### src/rtl/sortnet_pkg.sv
package sortnet_pkg;

   // Layer parity: even layers pair (0,1),(2,3)...; odd layers pair (1,2),(3,4)...
   function automatic bit layer_is_odd(input int layer);
      return (layer % 2) != 0;
   endfunction

   // Number of compare-exchange cells in a layer of the given parity.
   function automatic int cells_in_layer(input int lanes, input bit odd);
      return odd ? (lanes - 2) / 2 : lanes / 2;
   endfunction

   // First lane touched by a layer of the given parity.
   function automatic int first_lane(input bit odd);
      return odd ? 1 : 0;
   endfunction

endpackage

### src/rtl/sortnet_cas.sv
module sortnet_cas #(
   parameter int KEY_W = 16,
   parameter int IDX_W = 3
) (
   input  logic [KEY_W-1:0] a_key,
   input  logic [IDX_W-1:0] a_idx,
   input  logic [KEY_W-1:0] b_key,
   input  logic [IDX_W-1:0] b_idx,
   output logic [KEY_W-1:0] lo_key,
   output logic [IDX_W-1:0] lo_idx,
   output logic [KEY_W-1:0] hi_key,
   output logic [IDX_W-1:0] hi_idx
);

   logic exch;

   // Strict compare: equal keys stay put, which keeps the sort stable.
   always_comb begin
      exch   = a_key > b_key;
      lo_key = exch ? b_key : a_key;
      lo_idx = exch ? b_idx : a_idx;
      hi_key = exch ? a_key : b_key;
      hi_idx = exch ? a_idx : b_idx;
   end

endmodule

### src/rtl/sortnet_layer.sv
module sortnet_layer
   import sortnet_pkg::*;
#(
   parameter int N_ELEM = 8,
   parameter int KEY_W  = 16,
   parameter int IDX_W  = 3,
   parameter bit ODD    = 1'b0
) (
   input  logic                    clk,
   input  logic                    rst_n,
   input  logic                    v_i,
   input  logic [N_ELEM*KEY_W-1:0] key_i,
   input  logic [N_ELEM*IDX_W-1:0] idx_i,
   output logic                    v_o,
   output logic [N_ELEM*KEY_W-1:0] key_o,
   output logic [N_ELEM*IDX_W-1:0] idx_o
);

   localparam int NCELL = cells_in_layer(N_ELEM, ODD);
   localparam int BASE  = first_lane(ODD);

   logic [KEY_W-1:0] in_k  [N_ELEM];
   logic [IDX_W-1:0] in_x  [N_ELEM];
   logic [KEY_W-1:0] nxt_k [N_ELEM];
   logic [IDX_W-1:0] nxt_x [N_ELEM];
   logic [KEY_W-1:0] q_k   [N_ELEM];
   logic [IDX_W-1:0] q_x   [N_ELEM];
   logic             v_q;

   for (genvar j = 0; j < N_ELEM; j++) begin : g_unpack
      assign in_k[j] = key_i[j*KEY_W +: KEY_W];
      assign in_x[j] = idx_i[j*IDX_W +: IDX_W];
   end

   for (genvar p = 0; p < NCELL; p++) begin : g_cell
      localparam int LO = BASE + 2*p;
      localparam int HI = LO + 1;

      sortnet_cas #(.KEY_W(KEY_W), .IDX_W(IDX_W)) u_cas (
         .a_key (in_k[LO]),
         .a_idx (in_x[LO]),
         .b_key (in_k[HI]),
         .b_idx (in_x[HI]),
         .lo_key(nxt_k[LO]),
         .lo_idx(nxt_x[LO]),
         .hi_key(nxt_k[HI]),
         .hi_idx(nxt_x[HI])
      );

      // smaller key lands on the lower lane
      a_r1_min_low: assert property (@(posedge clk) disable iff (!rst_n)
         v_i |-> (nxt_k[LO] <= nxt_k[HI]));

      // the cell either passes or exchanges whole pairs
      a_r4_pair_kept: assert property (@(posedge clk) disable iff (!rst_n)
         v_i |-> ((nxt_k[LO] == in_k[LO] && nxt_x[LO] == in_x[LO] &&
                   nxt_k[HI] == in_k[HI] && nxt_x[HI] == in_x[HI]) ||
                  (nxt_k[LO] == in_k[HI] && nxt_x[LO] == in_x[HI] &&
                   nxt_k[HI] == in_k[LO] && nxt_x[HI] == in_x[LO])));

      // equal keys are never exchanged
      a_r7_equal_hold: assert property (@(posedge clk) disable iff (!rst_n)
         (v_i && in_k[LO] == in_k[HI]) |-> (nxt_x[LO] == in_x[LO]));
   end

   if (ODD) begin : g_edges
      assign nxt_k[0]        = in_k[0];
      assign nxt_x[0]        = in_x[0];
      assign nxt_k[N_ELEM-1] = in_k[N_ELEM-1];
      assign nxt_x[N_ELEM-1] = in_x[N_ELEM-1];
   end

   always_ff @(posedge clk) begin
      if (!rst_n) v_q <= 1'b0;
      else        v_q <= v_i;
   end

   // Data registers carry no reset; they only load on a valid set.
   always_ff @(posedge clk) begin
      if (v_i) begin
         for (int j = 0; j < N_ELEM; j++) begin
            q_k[j] <= nxt_k[j];
            q_x[j] <= nxt_x[j];
         end
      end
   end

   assign v_o = v_q;
   for (genvar j = 0; j < N_ELEM; j++) begin : g_pack
      assign key_o[j*KEY_W +: KEY_W] = q_k[j];
      assign idx_o[j*IDX_W +: IDX_W] = q_x[j];
   end

endmodule

### src/rtl/sortnet_top.sv
module sortnet_top
   import sortnet_pkg::*;
#(
   parameter int N_ELEM     = 8,
   parameter int KEY_W      = 16,
   parameter int IDX_W      = 3,
   parameter int NUM_LAYERS = N_ELEM
) (
   input  logic                    clk,
   input  logic                    rst_n,
   input  logic                    in_valid,
   input  logic [N_ELEM*KEY_W-1:0] in_key,
   input  logic [N_ELEM*IDX_W-1:0] in_idx,
   output logic                    out_valid,
   output logic [N_ELEM*KEY_W-1:0] out_key,
   output logic [N_ELEM*IDX_W-1:0] out_idx
);

   localparam int CNT_W = $clog2(NUM_LAYERS + 1) + 1;

   if (N_ELEM < 2 || (N_ELEM % 2) != 0) begin : g_chk_lanes
      $error("sortnet_top: N_ELEM must be even and at least 2");
   end
   if (NUM_LAYERS < N_ELEM) begin : g_chk_layers
      $error("sortnet_top: NUM_LAYERS must be at least N_ELEM to guarantee order");
   end
   if (KEY_W < 1 || IDX_W < 1) begin : g_chk_width
      $error("sortnet_top: KEY_W and IDX_W must be positive");
   end

   logic                    st_v [NUM_LAYERS+1];
   logic [N_ELEM*KEY_W-1:0] st_k [NUM_LAYERS+1];
   logic [N_ELEM*IDX_W-1:0] st_x [NUM_LAYERS+1];

   assign st_v[0] = in_valid;
   assign st_k[0] = in_key;
   assign st_x[0] = in_idx;

   for (genvar l = 0; l < NUM_LAYERS; l++) begin : g_layer
      sortnet_layer #(
         .N_ELEM(N_ELEM),
         .KEY_W (KEY_W),
         .IDX_W (IDX_W),
         .ODD   (layer_is_odd(l))
      ) u_layer (
         .clk  (clk),
         .rst_n(rst_n),
         .v_i  (st_v[l]),
         .key_i(st_k[l]),
         .idx_i(st_x[l]),
         .v_o  (st_v[l+1]),
         .key_o(st_k[l+1]),
         .idx_o(st_x[l+1])
      );
   end

   assign out_valid = st_v[NUM_LAYERS];
   assign out_key   = st_k[NUM_LAYERS];
   assign out_idx   = st_x[NUM_LAYERS];

   // Checking logic: output order and warm-up window
   logic             out_ordered;
   logic [CNT_W-1:0] warm_cnt;

   always_comb begin
      out_ordered = 1'b1;
      for (int j = 0; j < N_ELEM-1; j++) begin
         if (out_key[j*KEY_W +: KEY_W] > out_key[(j+1)*KEY_W +: KEY_W])
            out_ordered = 1'b0;
      end
   end

   always_ff @(posedge clk) begin
      if (!rst_n)                     warm_cnt <= '0;
      else if (warm_cnt < NUM_LAYERS) warm_cnt <= warm_cnt + 1'b1;
   end

   // every valid output set is ascending
   a_r2_sorted_out: assert property (@(posedge clk) disable iff (!rst_n)
      out_valid |-> out_ordered);

   // nothing valid before a set could have crossed every layer
   a_r3_no_early_valid: assert property (@(posedge clk) disable iff (!rst_n)
      out_valid |-> (warm_cnt >= CNT_W'(NUM_LAYERS)));

endmodule

### config.mk
export PLATFORM = sky130hd
export DESIGN_NAME = sortnet_top
export DESIGN_NICKNAME = d
export VERILOG_FILES = /design/src/rtl/sortnet_pkg.sv /design/src/rtl/sortnet_cas.sv /design/src/rtl/sortnet_layer.sv /design/src/rtl/sortnet_top.sv
export SDC_FILE = /design/constraint.sdc
export NUM_CORES = 2
export LEC_CHECK = 0
export BUFFER_PORTS_ARGS = -buffer_cell sky130_fd_sc_hd__buf_4
export CORE_ASPECT_RATIO = 1.2
export CORE_MARGIN = 2
export CORE_UTILIZATION = 63
export CTS_CLUSTER_DIAMETER = 200
export DETAILED_ROUTE_END_ITERATION = 10
export PLACE_DENSITY = 0.8
export SLEW_MARGIN = 10
export SYNTH_ARGS = -nofsm -noshare
export SYNTH_HDL_FRONTEND = slang
export SYNTH_SLANG_ARGS = --single-unit
export TNS_END_PERCENT = 10
### constraint.sdc
create_clock -name clk -period 4.8 [get_ports clk]
set_clock_uncertainty 0.05 [all_clocks]
set_input_delay 0.96 -clock clk [delete_from_list [all_inputs] [get_ports clk]]
set_output_delay 0.96 -clock clk [all_outputs]
set_load 0.02 [all_outputs]
==> results.yml <==
drt:
  drtIter0Drc: 8607
  viasPerCell: 6.98
  vias: 55100
  drc: 0
  routedWlPerCell_microns: 23.5
  ant_nets: 0
  firstDrtPassIters: 7
  wl_microns: 186000
job:
  drv_cap: 0
hold_path:
  min_from: "g_layer[4].u_layer.q_k[1][58]"
  hold_class: "reg -> reg"
  holdPathEnd: "g_layer[5].u_layer.q_k[1][58]"
  min_path_cells: 0
yosys:
  synth_fp_nets: 6921
  synthArstFlopShare: 0
  syn_avg_cell_area_sq_um: 11.5
  synth_edf_count: 1216
  yosys_warnings: 0
  ys.flop_type: "edfxtp_1"
  synth_seq_area_share: 0.505
  synth-seq-cells: 1224
  synth_cell_type_count: 41
  syn_area_sq_um: 72600
  syn_inst: 6318
floorplanning:
  io_pins: 308
  rows: 136
  core_sq_um: 114000
  die_h_microns: 376
  dieArea_sq_um: 118000
  start_util: 0.635
  die_x_microns: 314
pwr:
  finalPower_mw: 24.0
  leakagePower_nw: 28.9
  netSwitchingPower_mw: 5.44
  clkPwrFrac: 0.380
  pwr-share-comb: 0.095
  power.density_nw_per_um2: 302
  swShare: 0.227
  irDropWorstVdd_uv: 322
  pwr-share-seq: 0.525
  internal_power_mw: 18.6
worst_setup_path:
  reg2reg_slack_ns: 1.17
  r2r_cells: 7
  cp-end-kind: "register"
  r2r_start: "g_layer[4].u_layer.q_k[0][31]"
  critPathMaxFanout: 38
  r2r-end: "g_layer[5].u_layer.q_k[0][38]"
  cp-start-kind: "register"
  crit_arrival_ns: 4.12
  crit_required_ns: 5.29
  criticalPathCategory: "reg -> reg"
cts:
  cts_tree: "yes"
  h-tree-depth: 3
  postCtsResizedCells: 0
  clock-root-buffer: "clkbuf_16"
  cts_setup_buffers: 0
  hold_buffers: 0
  cts_made_buffers: 115
  clock_path_buffers: 3
  path_clk_slew_ns: 0.07
  clkSinkCount: 1224
  clock_latency_ns: 0.75
timing:
  drv_slew: 0
  relSlewSlack: 0.124
  tightest_slew_ns: 1.31
  period_minus_slack_ns: 3.63
  finalCritPeriodShare: 0.756
  max_freq_ghz: 0.275
  tns_ns: 0
  finalSetupViolCount: 0
  rsz0062_at_grt: "false"
  final_hold_viol_count: 0
global_routing:
  track_usage: 0.308
  grt_pass1_wl_microns: 292000
  antenna_found_initial: 3
  grt_overflow_total: 0
  grt_pass1_vias: 51600
  grt_max_degree: 154
placement:
  gp_congestion: 0.950
  dp_hpwl_microns: 127000
  io_buffer_count: 307
layout:
  diodes: 0
  syn_to_final_growth_pct: 9.45
  final_cell_mix: "1216 x edfxtp_1, 1078 x nand3_1, 550 x mux2_2"
  fin_nets: 6888
  drive_gt1_frac: 0.197
  layout_commonest_cell: "edfxtp_1"
run_status:
  run_status: "complete, no violations"
-- final cells by class --
type / instances / area, sq um
clock buffer: 134 / 2970
fill: 8154 / 34900
inverter: 491 / 1840
clock inverter: 77 / 803
timing repair buffer: 443 / 3420
multi-input combinational: 4010 / 31800
tap: 1518 / 1900
sequential: 1224 / 36700
-- per-stage QoR --
stage,instances,utilization,instance area (sq um),setup slack [ns],hold slack (ns)
global placement,7686,0.662,75700,1.12,0.352
floorplan,6318,-,72600,0.612,0.350
detailed placement,7686,0.662,75700,1.10,0.355
global route,7897,0.695,79400,1.00,0.364
finish,7897,0.695,79400,1.17,0.355
CTS,7897,0.695,79400,1.35,0.358
-- state kept, by name, indices dropped and copies added (netlist names) --
| name | count |
|---|---|
| g_layer.u_layer.q_x | 192 |
| g_layer.u_layer.q_k | 1024 |
| g_layer.u_layer.v_o | 8 |
-- worst max-delay path by stage --
stage / startpoint / slack [ns] / depth (start not counted) / to
global route: g_layer[3].u_layer.q_k[1][13] / 1.00 / 7 / g_layer[4].u_layer.q_k[1][21]
floorplan: g_layer[0].u_layer.v_o / 0.61 / 0 / g_layer[1].u_layer.q_k[0][0]
CTS: g_layer[3].u_layer.q_k[1][15] / 1.35 / 7 / g_layer[4].u_layer.q_k[1][24]
detailed placement: in_key[97] / 1.10 / 8 / g_layer[0].u_layer.q_k[1][36]
finish: g_layer[4].u_layer.q_k[0][31] / 1.17 / 7 / g_layer[5].u_layer.q_k[0][38]
global placement: in_key[119] / 1.12 / 8 / g_layer[0].u_layer.q_k[1][52]
-- worst max-delay path: stages, from the launching register on --
cell and delay (ns):
edfxtp_1 0.44, ha_1 0.35, nand4_1 0.33, nor4_4 0.36, buf_4 0.34, o21a_1 0.99, o311ai_0 0.31, o211ai_1 0.25
-- kinds of logic (layout without fill, tap and decap cells) --
group,after synthesis,in the layout,synth area share
buffers and inverters,1084,1145,0.0627
adder cells (fa/ha/maj),448,448,0.0772
flip-flops,1224,1224,0.505
AO/OA/AOI/OAI,1053,1053,0.110
AND/OR/NAND/NOR,1939,1939,0.156
multiplexers,570,570,0.0884
-- power groups by stage --
stage / combinational, mW / sequential (mW) / clock (mW)
floorplan: 1.71 / 12.7 / 0
global placement: 2.14 / 12.8 / 0
detailed placement: 2.23 / 12.8 / 0
CTS: 2.26 / 12.6 / 9.27
global route: 2.48 / 12.6 / 9.66
finish: 2.28 / 12.6 / 9.12
-- cells in the mapped netlist, drive strengths merged (44+ instances only) --
master  count  area share
nor2       44      0.0023
nor4b     286       0.035
nand4      99      0.0092
o311ai    494       0.060
nor4      236       0.023
nand3    1078       0.074
buf       178       0.015
nand2     121      0.0063
ha        448       0.077
edfxtp   1216        0.50
o21ai      69      0.0048
inv       491       0.025
o211ai    223       0.023
a21oi     165       0.011
clkbuf    415       0.022
mux2      570       0.088
-- per-layer routing --
metal,share of wire,global-route usage
met1,0.39,0.416
met2,0.49,0.506
met3,0.082,0.0411
met4,0.041,0.125
met5,0.00055,0
Note: power is estimated with default switching activity, not from simulation.
